--- src/rtl/lpm_clkctl.sv ---
module lpm_clkctl #(
  parameter int N_EXT       = 2,
  parameter int RST_MIN     = 24,
  parameter int STAB_CYCLES = 1024
) (
  input  logic             clk,
  input  logic             por_n,
  input  logic             ext_rst_pin,
  input  logic             wdt_rst,
  input  logic             reg_wr,
  input  logic [1:0]       reg_wdata,
  input  logic             insn_done,
  input  logic             irq_pend,
  input  logic [N_EXT-1:0] ext_int_pin,
  input  logic [N_EXT-1:0] ext_int_en,
  input  logic [N_EXT-1:0] ext_int_lvl,
  input  logic             glob_int_en,
  output logic             cpu_clk_en,
  output logic             per_clk_en,
  output logic             osc_en,
  output logic             sys_rst,
  output logic [1:0]       mode_bits,
  output logic [1:0]       state_o
);
  localparam int RCW = $clog2(RST_MIN + 1);
  localparam int SCW = $clog2(STAB_CYCLES + 1);
  localparam logic [1:0] S_RUN  = 2'd0;
  localparam logic [1:0] S_IDLE = 2'd1;
  localparam logic [1:0] S_PD   = 2'd2;
  localparam logic [1:0] S_WAKE = 2'd3;

  logic [1:0]     st, bits, nb;
  logic [RCW-1:0] rc;
  logic [SCW-1:0] sc;
  logic           ext_ok, wdt_ok, pd_wake;

  assign ext_ok  = ext_rst_pin && (rc >= RCW'(RST_MIN - 1));
  assign wdt_ok  = wdt_rst && !st[1];
  assign sys_rst = ext_ok || wdt_ok;
  assign pd_wake = glob_int_en && |(ext_int_pin & ext_int_en & ext_int_lvl);
  assign nb      = reg_wr ? reg_wdata : bits;

  always_ff @(posedge clk or negedge por_n) begin
    if (!por_n)                rc <= '0;
    else if (!ext_rst_pin)     rc <= '0;
    else if (rc != RCW'(RST_MIN)) rc <= rc + 1'b1;
  end

  always_ff @(posedge clk or negedge por_n) begin
    if (!por_n) begin
      st   <= S_RUN;
      bits <= 2'b00;
      sc   <= '0;
    end else if (sys_rst) begin
      st   <= st[1] ? S_WAKE : S_RUN;
      bits <= 2'b00;
      sc   <= '0;
    end else begin
      case (st)
        S_RUN: begin
          bits <= nb;
          if (insn_done && nb[1])      st <= S_PD;
          else if (insn_done && nb[0]) st <= S_IDLE;
        end
        S_IDLE: if (irq_pend) begin
          st      <= S_RUN;
          bits[0] <= 1'b0;
        end
        S_PD: if (pd_wake) begin
          st <= S_WAKE;
          sc <= '0;
        end
        default: begin
          if (sc == SCW'(STAB_CYCLES - 1)) begin
            st   <= S_RUN;
            bits <= 2'b00;
            sc   <= '0;
          end else begin
            sc <= sc + 1'b1;
          end
        end
      endcase
    end
  end

  assign cpu_clk_en = (st == S_RUN);
  assign per_clk_en = !st[1];
  assign osc_en     = (st != S_PD);
  assign mode_bits  = bits;
  assign state_o    = st;
endmodule

--- config.mk ---
export PLATFORM = sky130hd
export DESIGN_NAME = lpm_clkctl
export DESIGN_NICKNAME = d
export VERILOG_FILES = /design/src/rtl/lpm_clkctl.sv
export SDC_FILE = /design/constraint.sdc
export NUM_CORES = 1
export LEC_CHECK = 0
export BUFFER_PORTS_ARGS = -buffer_cell sky130_fd_sc_hd__buf_2
export CORE_MARGIN = 2
export CORE_UTILIZATION = 49
export DETAILED_ROUTE_END_ITERATION = 10
export GPL_TIMING_DRIVEN = 1
export HOLD_SLACK_MARGIN = 0.12
export PLACE_DENSITY = 0.79
export SLEW_MARGIN = 20
export SYNTH_ARGS = -nofsm -noshare
export SYNTH_HDL_FRONTEND = slang
export SYNTH_SLANG_ARGS = --single-unit
export TNS_END_PERCENT = 1
--- constraint.sdc ---
create_clock -name clk -period 2 [get_ports clk]
set_input_delay 0.5 -clock clk [delete_from_list [all_inputs] [get_ports clk]]
set_output_delay 0.5 -clock clk [all_outputs]
set_load 0.1 [all_outputs]
==> Word-level counts from Yosys, hierarchy flattened <==
Index checks and enable logic that the tools add are counted.
Widths: inputs -> output; s select.
{ "totals": {"register_bits": 20, "inputBits": 16, "out_inout_bits": 8, "elab_cells": 59} }
{ "classes": {"n_addsub": 2, "n_lt_le_gt_ge": 1, "n_eq_ne": 12, "muxes": 19, "n_bitwise": 2, "reduce_logical": 18} }
{ "ops": {"columns": ["operator", "n"], "rows": [
  ["$mux 11", 3],
  ["$pmux 11 s2", 1],
  ["$mux 2", 9],
  ["$add 11x1->11 const B", 1],
  ["$eq 11x10->1 const B", 1],
  ["$mux 5", 2],
  ["$ne 2x1->1 const B", 3],
  ["$ne 3x3->1 const B", 2],
  ["$pmux 2 s3", 1],
  ["$reduce_or 2->1", 3],
  ["$add 5x1->5 const B", 1],
  ["$ge 5x5->1 const B", 1],
  ["$logic_and 1x1->1", 5],
  ["$ne 5x5->1 const B", 1],
  ["$reduce_bool 5->1", 1],
  ["$and 2x2->2", 2],
  ["$ne 2x2->1 const B", 2],
  ["$ne 4x1->1 const B", 1],
  ["$reduce_and 2->1", 2],
  ["$reduce_and 4->1", 1],
  ["$reduce_bool 4->1", 1],
  ["$pmux 1 s3", 1],
  ["$reduce_and 3->1", 1],
  ["$reduce_bool 3->1", 1],
  ["7 further kinds", 7]
]} }

==> Depth between registers and ports, before layout <==
Gate-level depths: netlist (run 1).
{ "depth": {"word_depth": 7, "mapped_depth": 9, "mapped_depth_nobuf": 8} }

==> Worst setup path after synthesis (run 1) <==
No wires, ideal clock.
{ "synth_path": {"path_kind": "flip-flop to flip-flop", "from": "reg st[1] (netlist: state_o[1])", "to": "reg st[0] (netlist: state_o[0])", "setup_ns": 0.121, "arrival_time_ns": 3.735, "t_required_ns": 1.879, "path_slack_ns": -1.857, "stages_incl_launch_ff": 7, "path_buffers": 0, "cell_sequence": "dfrtp_1 -> inv_1 -> ha_1 -> or3_1 -> o211ai_2 -> mux2_1 -> o22a_1"} }
{ "synth_via": {"elab_chain_len": 5, "word_cells_on_any_way": 14} }
{ "synth_rtl": {"columns": ["element", "line", "text"], "rows": [
  ["start: declaration", "32", "logic [1:0] st, bits, nb;"],
  ["start signal: assignment", "55", "st <= st[1] ? S_WAKE : S_RUN;"],
  ["$logic_not 1->1 *", null, null],
  ["named net per_clk_en", "19", "output logic per_clk_en,"],
  ["$logic_and 1x1->1 *", "38", "assign wdt_ok = wdt_rst && !st[1];"],
  ["$logic_or 1x1->1 *", "39", "assign sys_rst = ext_ok || wdt_ok;"],
  ["$ne 4x1->1 (no line), or another cell as far along", null, null],
  ["$reduce_and 4->1 (no line)", null, null]
]} }
Mark *: on every way through the listed nets, which the timed path passes. The rest lies on a longest branch.
A chain may end at the register's enable or synchronous reset.

==> Worst setup path in the final report (run 1) <==
{ "layout_path": {"from": "reg rc[1]", "to": "out sys_rst"} }
{ "layout_via": {"elab_chain_len": 3} }
{ "layout_rtl": {"columns": ["element", "line", "text"], "rows": [
  ["start: declaration", "33", "logic [RCW-1:0] rc;"],
  ["start signal: assignment", "46", "else if (rc != RCW'(RST_MIN)) rc <= rc + 1'b1;"],
  ["$ge 5x5->1", "37", "assign ext_ok = ext_rst_pin && (rc >= RCW'(RST_MIN - 1));"],
  ["$logic_and 1x1->1", "37", null],
  ["$logic_or 1x1->1", "39", null],
  ["end: declaration", "21", "output logic sys_rst,"]
]} }
Every way passes these cells.

==> summary by stage, run 1 <==
CTS
After clock tree synthesis, the clock-pin slew on the worst setup and hold paths is 0.11 ns. The clock tree root buffer cell is sky130_fd_sc_hd__clkbuf_4. In this run the number of H-tree levels came out at 1. Counting every sink on the clock net gives 20.

The number of buffers inserted during clock tree synthesis is 3. No sink is reached through more buffers than the 2 on the longest clock path. For the worst-skew pair, the clock arrives at the later sink with an insertion delay of 0.30 ns.

The TritonCTS clock tree is done. The count of hold-fix buffers inserted at cts is 0.

GRT
The initial antenna violation count is 0. For this run, global-route usage on met1 was measured as 32.1%. The global-route layer with the greatest usage is met2. For this run, global-route usage on met3 was measured as 3.28%. The global-route track usage on met2 is 47.6%. Entering global routing, the biggest net connects 21 pins.

The total overflow left after global routing is 0. The number of global-route vias before repair is 1211. The global-route usage over all layers is 26.3%.

The first global-routing pass estimated 5.60 mm of wire.

Power
Summed over all cells, the static leakage comes to 0.755 nW. The areal power density over the cells is 1260 mW/mm^2. The worst IR drop on VDD is 1.05 mV.

Synthesis
The count of unique library cells instantiated by Yosys is 40. Sorting the synthesized cells by area gives the leading types as sky130_fd_sc_hd__dfrtp_1 40%, sky130_fd_sc_hd__ha_1 5.9%, sky130_fd_sc_hd__a31oi_1 4.5%. Of the total synthesized cell area, the portion taken by AND, OR, NAND and NOR gates is 23.1%. Of the post-synthesis cell area, the part taken by muxes is 1.78%. Summing every instance area after synthesis gives 0.00126 mm^2. The complex-gate fraction of the synthesized area is 22.2%. Yosys mapped a number of flops with a built-in enable equal to 0. The number of cells produced by synthesis is 139. Summed over all instances, the cell type with the most area after synthesis is sky130_fd_sc_hd__dfrtp_1. The post-synthesis sequential area ratio is 39.6%. The dominant combinational cell family by area after synthesis is simple AND/OR/NAND/NOR gates. The net count after synthesis is 161. The flip-flop and latch count after synthesis is 20. The adder-cell area share of the yosys netlist is 5.95%. The post-synthesis average cell area is 9.08 um^2. The dominant synthesized flop cell is sky130_fd_sc_hd__dfrtp_1. The async set-or-reset flop fraction in the synthesized netlist is 100%. The synthesized netlist devotes 2.78% of its cell area to XOR and XNOR gates. The proportion of netlist area held by the largest area contributor is 39.6%. The warning count from the yosys run is 0.

STA
The count of endpoints failing hold in the final timing report came to 0. The final critical-path share of the clock period is 103%. Setup violations remaining at the end of the flow were counted as 2.

The minimum setup slack in the final design is -0.0554 ns. The maximum clock rate is 487 MHz. For the finished layout, the period the worst path requires is 2.06 ns. The relative slew slack is 66.7%. The worst setup skew after layout is 0.00388 ns. After routing, the total negative slack on setup checks comes to -0.0723 ns. The max-slew violation count is 0. The transition time of the tightest slew-check pin is 0.496 ns. Setup repair after global routing could not meet its margin everywhere.

Place
OpenSTA, run right after detailed placement, puts the worst setup slack at -0.0207 ns. Buffers placed on the I/O ports in this run total 23. Summed over all nets, the half-perimeter wirelength after detailed placement is 2.44 mm. The routability congestion estimate is 0.820.

Status
The flow ran to the end, but the final reports show violations. The final reports fail on negative setup slack.

Route
In this run the remaining antenna-violating nets after routing total 0. Summed over all layers, the routed wires come to 3.46 mm. Detailed routing inserted a total of 1272 vias.

Dividing the detail-routed via count by the number of cells gives 6.06. For this block, the initial DRC count from the detailed router was 59. The number of detailed-route iterations in the first pass is 4. After detailed routing, the average wire length per cell comes to 16.5 um. The DRC violation count after routing is 0.

Cells and area
The growth of design area from synthesis to finish is 33.4%. Cells fill 68.6% of the core in the end. The fraction of layout instances using a drive strength above 1 is 36.1%. The multi-input combinational cells in the finished layout cover a total of 766 um^2.

The number of antenna diodes in the final layout is 0. The net count of the finished layout is 203. The sequential cell area in the final layout is 504 um^2. In the layout the commonest cells are 20 x sky130_fd_sc_hd__buf_2, 19 x sky130_fd_sc_hd__dfrtp_1, 16 x sky130_fd_sc_hd__buf_4.

The layout filler cell count is 184. The commonest non-fill, non-tap cell in the layout is sky130_fd_sc_hd__buf_2.

Die
The count of standard-cell rows is 18. Once the floorplan was initialized, standard cells occupied 51.4% of the core. 24 I/O pins were placed. The die covers 0.00300 mm^2. The floorplan step set the die width to 54.8 um. From bottom edge to top edge, the die measures 54.8 um.

The area of the core region is 0.00245 mm^2.

Worst hold path
The tightest min-delay check is of the input port to asynchronous set/reset pin type.

Flow run
Across the run, the number of max-cap violations was 0.

Worst setup path
The setup path with the least slack is of type flip-flop to output pin. STA classifies the critical path endpoint as an output pin. The worst setup path is launched from a flip-flop. In this run the worst path has a maximum fanout of 2. The data arrival time of the critical path is 1.56 ns.

Data on the critical path is required at its endpoint by 1.50 ns. The worst-case reg-to-reg path depth is 7. The worst reg-to-reg setup slack is -0.02 ns.
## state kept, by name, indices dropped and copies added, names as in the netlist
| register | cells |
|---|---|
| state_o | 2 |
| sc | 11 |
| rc | 5 |
| mode_bits | 2 |
## worst paths after layout
path                                   startpoint                  endpoint
setup / recovery                rc[1]$_DFFE_PN0P_                   sys_rst
hold reg to reg                 sc[7]$_DFFE_PN0P_         sc[7]$_DFFE_PN0P_
min in group clk                     reg_wdata[0]  mode_bits[0]$_DFFE_PN0P_
max in group asynchronous                   por_n    state_o[1]$_DFFE_PN0P_
setup reg to reg           state_o[1]$_DFFE_PN0P_         sc[4]$_DFFE_PN0P_
hold / removal                              por_n         sc[0]$_DFFE_PN0P_
## routing by layer
| layer | wire, um | up-vias | part of all wire (%) |
|---|---|---|---|
| li1 | - | 598 | - |
| met1 | 1360 | 609 | 39 |
| met2 | 1810 | 54 | 52 |
| met3 | 205 | 11 | 5.9 |
| met4 | 85 | 0 | 2.5 |
| met5 | 0 | - | 0 |
## kinds of logic (layout without fill, tap and decap cells)
logic type               after synthesis  after routing
adder cells (fa/ha/maj)                6              6
buffers and inverters                 13             54
flip-flops                            20             20
multiplexers                           2              2
AND/OR/NAND/NOR                       51             51
XOR/XNOR                               4              4
AO/OA/AOI/OAI                         43             43
## per-stage QoR
stage | instance area [um^2] | total power, mW | cells | hold WS (ns)
after global routing | 1680 | 2.23 | 210 | 0.153
after floorplan | 1290 | 1.44 | 139 | 0.204
after detailed placement | 1560 | 1.77 | 200 | 0.477
after CTS | 1660 | 2.07 | 210 | 0.128
after global placement | 1560 | 1.73 | 200 | 0.470
final | 1680 | 2.11 | 210 | 0.132
## Yosys cell counts, drive strengths merged, types with 2 or more instances
cell and instances:
and2 3, buf 2, nand2 9, nand4b 2
nand4 4, nor3 8, nor4 2, a31oi 9
clkbuf 2, inv 9, a21oi 10, o211ai 2
mux2 2, nor2b 2, ha 6, nand3 5
o21ai 9, xnor2 3, a211oi 2, nor2 11
a41oi 3, nand2b 2, o31ai 2, dfrtp 20
## critical path, stage by stage (launching register included)
cell	delay, ns
sky130_fd_sc_hd__dfrtp_1	0.42
sky130_fd_sc_hd__ha_2	0.20
sky130_fd_sc_hd__a211oi_2	0.16
sky130_fd_sc_hd__nor2_2	0.07
sky130_fd_sc_hd__a21oi_2	0.15
sky130_fd_sc_hd__inv_2	0.08
sky130_fd_sc_hd__buf_12	0.17
## layout make-up
| type | count | share of cell area, % |
|---|---|---|
| inverter | 9 | 2.23 |
| tap | 30 | 2.23 |
| multi-input combinational | 106 | 45.5 |
| clock buffer | 4 | 2.15 |
| timing repair buffer | 41 | 18.0 |
| sequential | 20 | 29.9 |
## power breakdown
group          total, mW  internal, mW  switching [mW]
registers          0.541         0.465          0.0763
logic               1.34         0.472           0.864
clock network      0.237         0.111           0.126
total               2.11          1.05            1.07
## repair_timing
| item | 4_1_cts | 5_1_grt |
|---|---|---|
| buffers inserted | 6 | 0 |
| setup endpoints to repair | 7 | 12 |
| pin swaps | 2 | 4 |
| gates resized for setup | 7 | 6 |
Note: power is estimated with default switching activity, not from simulation.
==> inputs of run 2 (changes only) <==
--- a/config.mk
+++ b/config.mk
@@ -7,11 +7,13 @@
 export LEC_CHECK = 0
 export BUFFER_PORTS_ARGS = -buffer_cell sky130_fd_sc_hd__buf_2
 export CORE_MARGIN = 2
-export CORE_UTILIZATION = 49
+export CORE_UTILIZATION = 54
+export CTS_CLUSTER_DIAMETER = 60
 export DETAILED_ROUTE_END_ITERATION = 10
 export GPL_TIMING_DRIVEN = 1
 export HOLD_SLACK_MARGIN = 0.12
-export PLACE_DENSITY = 0.79
+export PLACE_DENSITY = 0.82
+export SETUP_SLACK_MARGIN = 0.15
 export SLEW_MARGIN = 20
 export SYNTH_ARGS = -nofsm -noshare
 export SYNTH_HDL_FRONTEND = slang
==> constraint.sdc (replaced) <==
create_clock -name clk -period 1.9 [get_ports clk]
set_input_delay 0.475 -clock clk [delete_from_list [all_inputs] [get_ports clk]]
set_output_delay 0.475 -clock clk [all_outputs]
set_load 0.1 [all_outputs]
==> summary by stage, run 2 (synthesis results as in run 1) <==
Status
The flow ran to the end, but the final reports show violations. The checks that failed: negative setup slack.

Route
The DRC violation count after routing is 0 (unchanged). The mean number of vias per cell came to 6.04 (-0.34%). The via count is 1316 (+3.5%). The number of detailed-route iterations in the first pass is 4 (unchanged).

The count of routing violations after the opening detailed-route iteration is 39 (-34%). The final wirelength came to 3.57 mm (+3.0%). The number of antenna-violating nets in the routed design came to 0 (unchanged). The mean routed wirelength per cell came to 16.4 um (-0.80%).

Die
The count of standard-cell rows is 17 (-1). The area of the core region is 0.00221 mm^2 (-9.9%). The count of pins on the block boundary is 24 (unchanged).

The starting utilization of the core area is 57.1% (+5.6 points). The height of the chip was 52.4 um (-4.4%). The area of the die came to 0.00274 mm^2 (-8.6%).

The x dimension of the die is 52.4 um (-4.4%).

STA
The count of endpoints failing hold in the final timing report is 0 (unchanged). The relative slew slack is 68.0% (+1.3 points). The setup TNS is -0.336 ns (-0.263 ns). The minimum setup slack in the final design is -0.248 ns (-0.193 ns).

The maximum clock rate is 466 MHz. The max-slew violation count is 0 (unchanged). The worst setup skew after layout is 0.00306 ns (-0.000817 ns). The transition time of the tightest slew-check pin is 0.484 ns (-0.0123 ns). Setup repair after global routing could not meet its margin everywhere. The setup violation total in the final timing report is 3 (+1). The final critical-path share of the clock period is 113%. The shortest clock period the worst path allows after layout is 2.15 ns.

Worst hold path
The startpoint of the most critical hold path is reg_wdata[0]. The path with the worst hold slack has its endpoint at mode_bits[0]$_DFFE_PN0P_. The tightest min-delay check is of the input port to flip-flop type. The worst hold path was traced through 3 stages.

Cells and area
The summed area of non-filler cells in the final layout came to 0.00179 mm^2 (+6.3%). The largest registers in the layout are sc (11), rc (5). The net count of the finished layout is 213 (+4.9%). In the layout the commonest cells are 24 x sky130_fd_sc_hd__buf_4, 19 x sky130_fd_sc_hd__dfrtp_1, 18 x sky130_fd_sc_hd__buf_2. The core utilization of the finished layout is 80.9% (+12 points).

The fraction of layout instances using a drive strength above 1 was 38.9% (+2.8 points). The antenna diode instance count is 0 (unchanged). The number of flip-flops in the largest register came to 11 (unchanged).

The register with the highest flop count is sc. The commonest non-fill, non-tap cell in the layout is sky130_fd_sc_hd__buf_4. From synthesis to final layout, the design area changed by 41.8%.

Worst setup path
On the critical path the largest part of the delay comes from flip-flops. The worst flop-to-flop path startpoint is state_o[1]$_DFFE_PN0P_. The critical path launch point type is a flip-flop. The data arrival time of the critical path was 1.67 ns (+0.11 ns). The worst path buffer plus inverter count is 3 (+1).

The worst-case reg-to-reg path depth came to 8 (+1). The worst setup path is captured at an output pin. The signal on the critical path passes through ha_2 -> a211oi_2 -> nor2_1 -> a21oi_2 -> inv_2 -> buf_12 -> buf_12. The slowest stage cell on the critical path is sky130_fd_sc_hd__dfrtp_1. The top fanout value on the critical path is 4 (+2). The required time of the worst setup path came to 1.42 ns (-0.08 ns). The maximum cell stage delay along the critical path came to 0.41 ns (about the same). The most frequent cell on the critical path is sky130_fd_sc_hd__buf_12. By startpoint and endpoint, the worst setup path is classified as flip-flop to output pin. The worst register-to-register path ends at state_o[0]$_DFFE_PN0P_. The worst reg-to-reg setup slack is -0.07 ns (-0.05 ns).

Place
The instance area after placement is 0.00168 mm^2 (+7.9%). The routability congestion estimate is 0.949 (+16%). The half-perimeter wire length after detailed placement was 2.69 mm (+10%). The number of buffer cells added on primary ports is 23 (unchanged).

The minimum setup slack after placement came to -0.0895 ns (-0.0688 ns).

GRT
met2 is the most crowded layer. The total grt overflow is 0 (unchanged). The first-pass GRT wire length came to 5.71 mm (+1.9%). The largest net degree at the start of global routing is 21 (unchanged).

The global-route track usage on met2 is 51.2% (+3.6 points). The initial antenna violation count is 0 (unchanged). The number of global-route vias before repair is 1265 (+4.5%). The met1 usage in global routing was 33.2% (+1.1 points).

The global-route usage over all layers is 28.7% (+2.5 points). The met3 track utilization from global routing is 5.71% (+2.4 points).

Power
The total internal power is 1.22 mW (+16%). The areal power density over the cells is 1330 mW/mm^2 (+5.6%). The part of the power in the clock network is 10.6% (-0.6 points). The net load switching power is 1.16 mW (+8.4%).

The switching power share of the total is 48.7% (-1.7 points). The leakage power total is 0.820 nW (+8.6%). The combinational power share is 66.6% (+3.4 points). The worst IR drop on VDD is 1.35 mV (+28%). The share of total power in sequential cells came to 22.9% (-2.7 points).

CTS
The maximum level of the CTS H-tree is 1 (unchanged). The number of buffers inserted during clock tree synthesis is 3 (unchanged). TritonCTS built the clock tree.

The maximum buffer depth of the clock tree is 2 (unchanged). The insertion delay of the later-clocked pin in the worst-skew pair is 0.30 ns (about the same). The clock-pin slew on the worst setup and hold paths is 0.11 ns (about the same). The number of clock sinks seen by CTS is 20 (unchanged). CTS placed an instance of sky130_fd_sc_hd__clkbuf_4 at the clock tree root.

Flow run
The number of max-cap violations is 0 (unchanged).
-- run 2: worst register-to-register path, cell delays in order (launching register included) --
cell and delay, ns:
sky130_fd_sc_hd__dfrtp_4 0.45, sky130_fd_sc_hd__clkinvlp_4 0.12, sky130_fd_sc_hd__ha_2 0.19, sky130_fd_sc_hd__buf_4 0.13, sky130_fd_sc_hd__nor2b_1 0.13, sky130_fd_sc_hd__a31oi_1 0.20, sky130_fd_sc_hd__o211ai_2 0.15, sky130_fd_sc_hd__mux2_4 0.32
sky130_fd_sc_hd__o22a_1 0.17
-- run 2: repair_timing --
action	in CTS	in global routing
gates resized for setup	16	2
setup buffers	2	0
setup endpoints to repair	16	18
hold buffers	1	0
pin swaps	9	7
endpoints found under the hold margin	20	0
-- run 2: through the flow --
step	hold slack (ns)	std cells	power, mW
floorplan	0.179	139	1.52
global placement	0.439	211	1.97
detailed placement	0.439	211	2.02
CTS	0.448	218	2.33
global route	0.453	218	2.48
finish	0.448	218	2.37
-- run 2: how the worst max path moves through the flow --
stage                           start                endpoint  slack [ns]  cells after the start
5_1_grt             rc[0]$_DFFE_PN0P_                 sys_rst       -0.31                      7
3_5_place_dp        rc[0]$_DFFE_PN0P_       sc[3]$_DFFE_PN0P_       -0.09                     10
3_3_place_gp        rc[0]$_DFFE_PN0P_       sc[5]$_DFFE_PN0P_      -0.008                     10
2_1_floorplan  state_o[1]$_DFFE_PN0P_  state_o[0]$_DFFE_PN0P_       -0.92                      6
4_1_cts             rc[0]$_DFFE_PN0P_                 sys_rst       -0.20                      7
6_report            rc[0]$_DFFE_PN0P_                 sys_rst       -0.25                      7
-- run 2: area by class of cell --
cell class                      instances  area (um^2)
Inverter                                9         37.5
Sequential cell                        20          504
Tap cell                               28         35.0
Multi-Input combinational cell        106          756
Timing Repair Buffer                   51          422
Clock buffer                            4         36.3
Fill cell                             133          422
-- run 2: metal layers --
metal | vias up | wire length, um
met1 | 636 | 1470
li1 | 623 | -
met3 | 8 | 186
met5 | - | 0
met4 | 0 | 72
met2 | 49 | 1840
-- run 2: power by group through the flow --
| stage | Clock (mW) | Combinational (mW) | Sequential [mW] |
|---|---|---|---|
| 3_5_place_dp | 0 | 1.47 | 0.549 |
| 5_1_grt | 0.265 | 1.66 | 0.553 |
| 2_1_floorplan | 0 | 0.765 | 0.755 |
| 3_3_place_gp | 0 | 1.42 | 0.542 |
| 6_report | 0.251 | 1.58 | 0.543 |
| 4_1_cts | 0.245 | 1.54 | 0.542 |
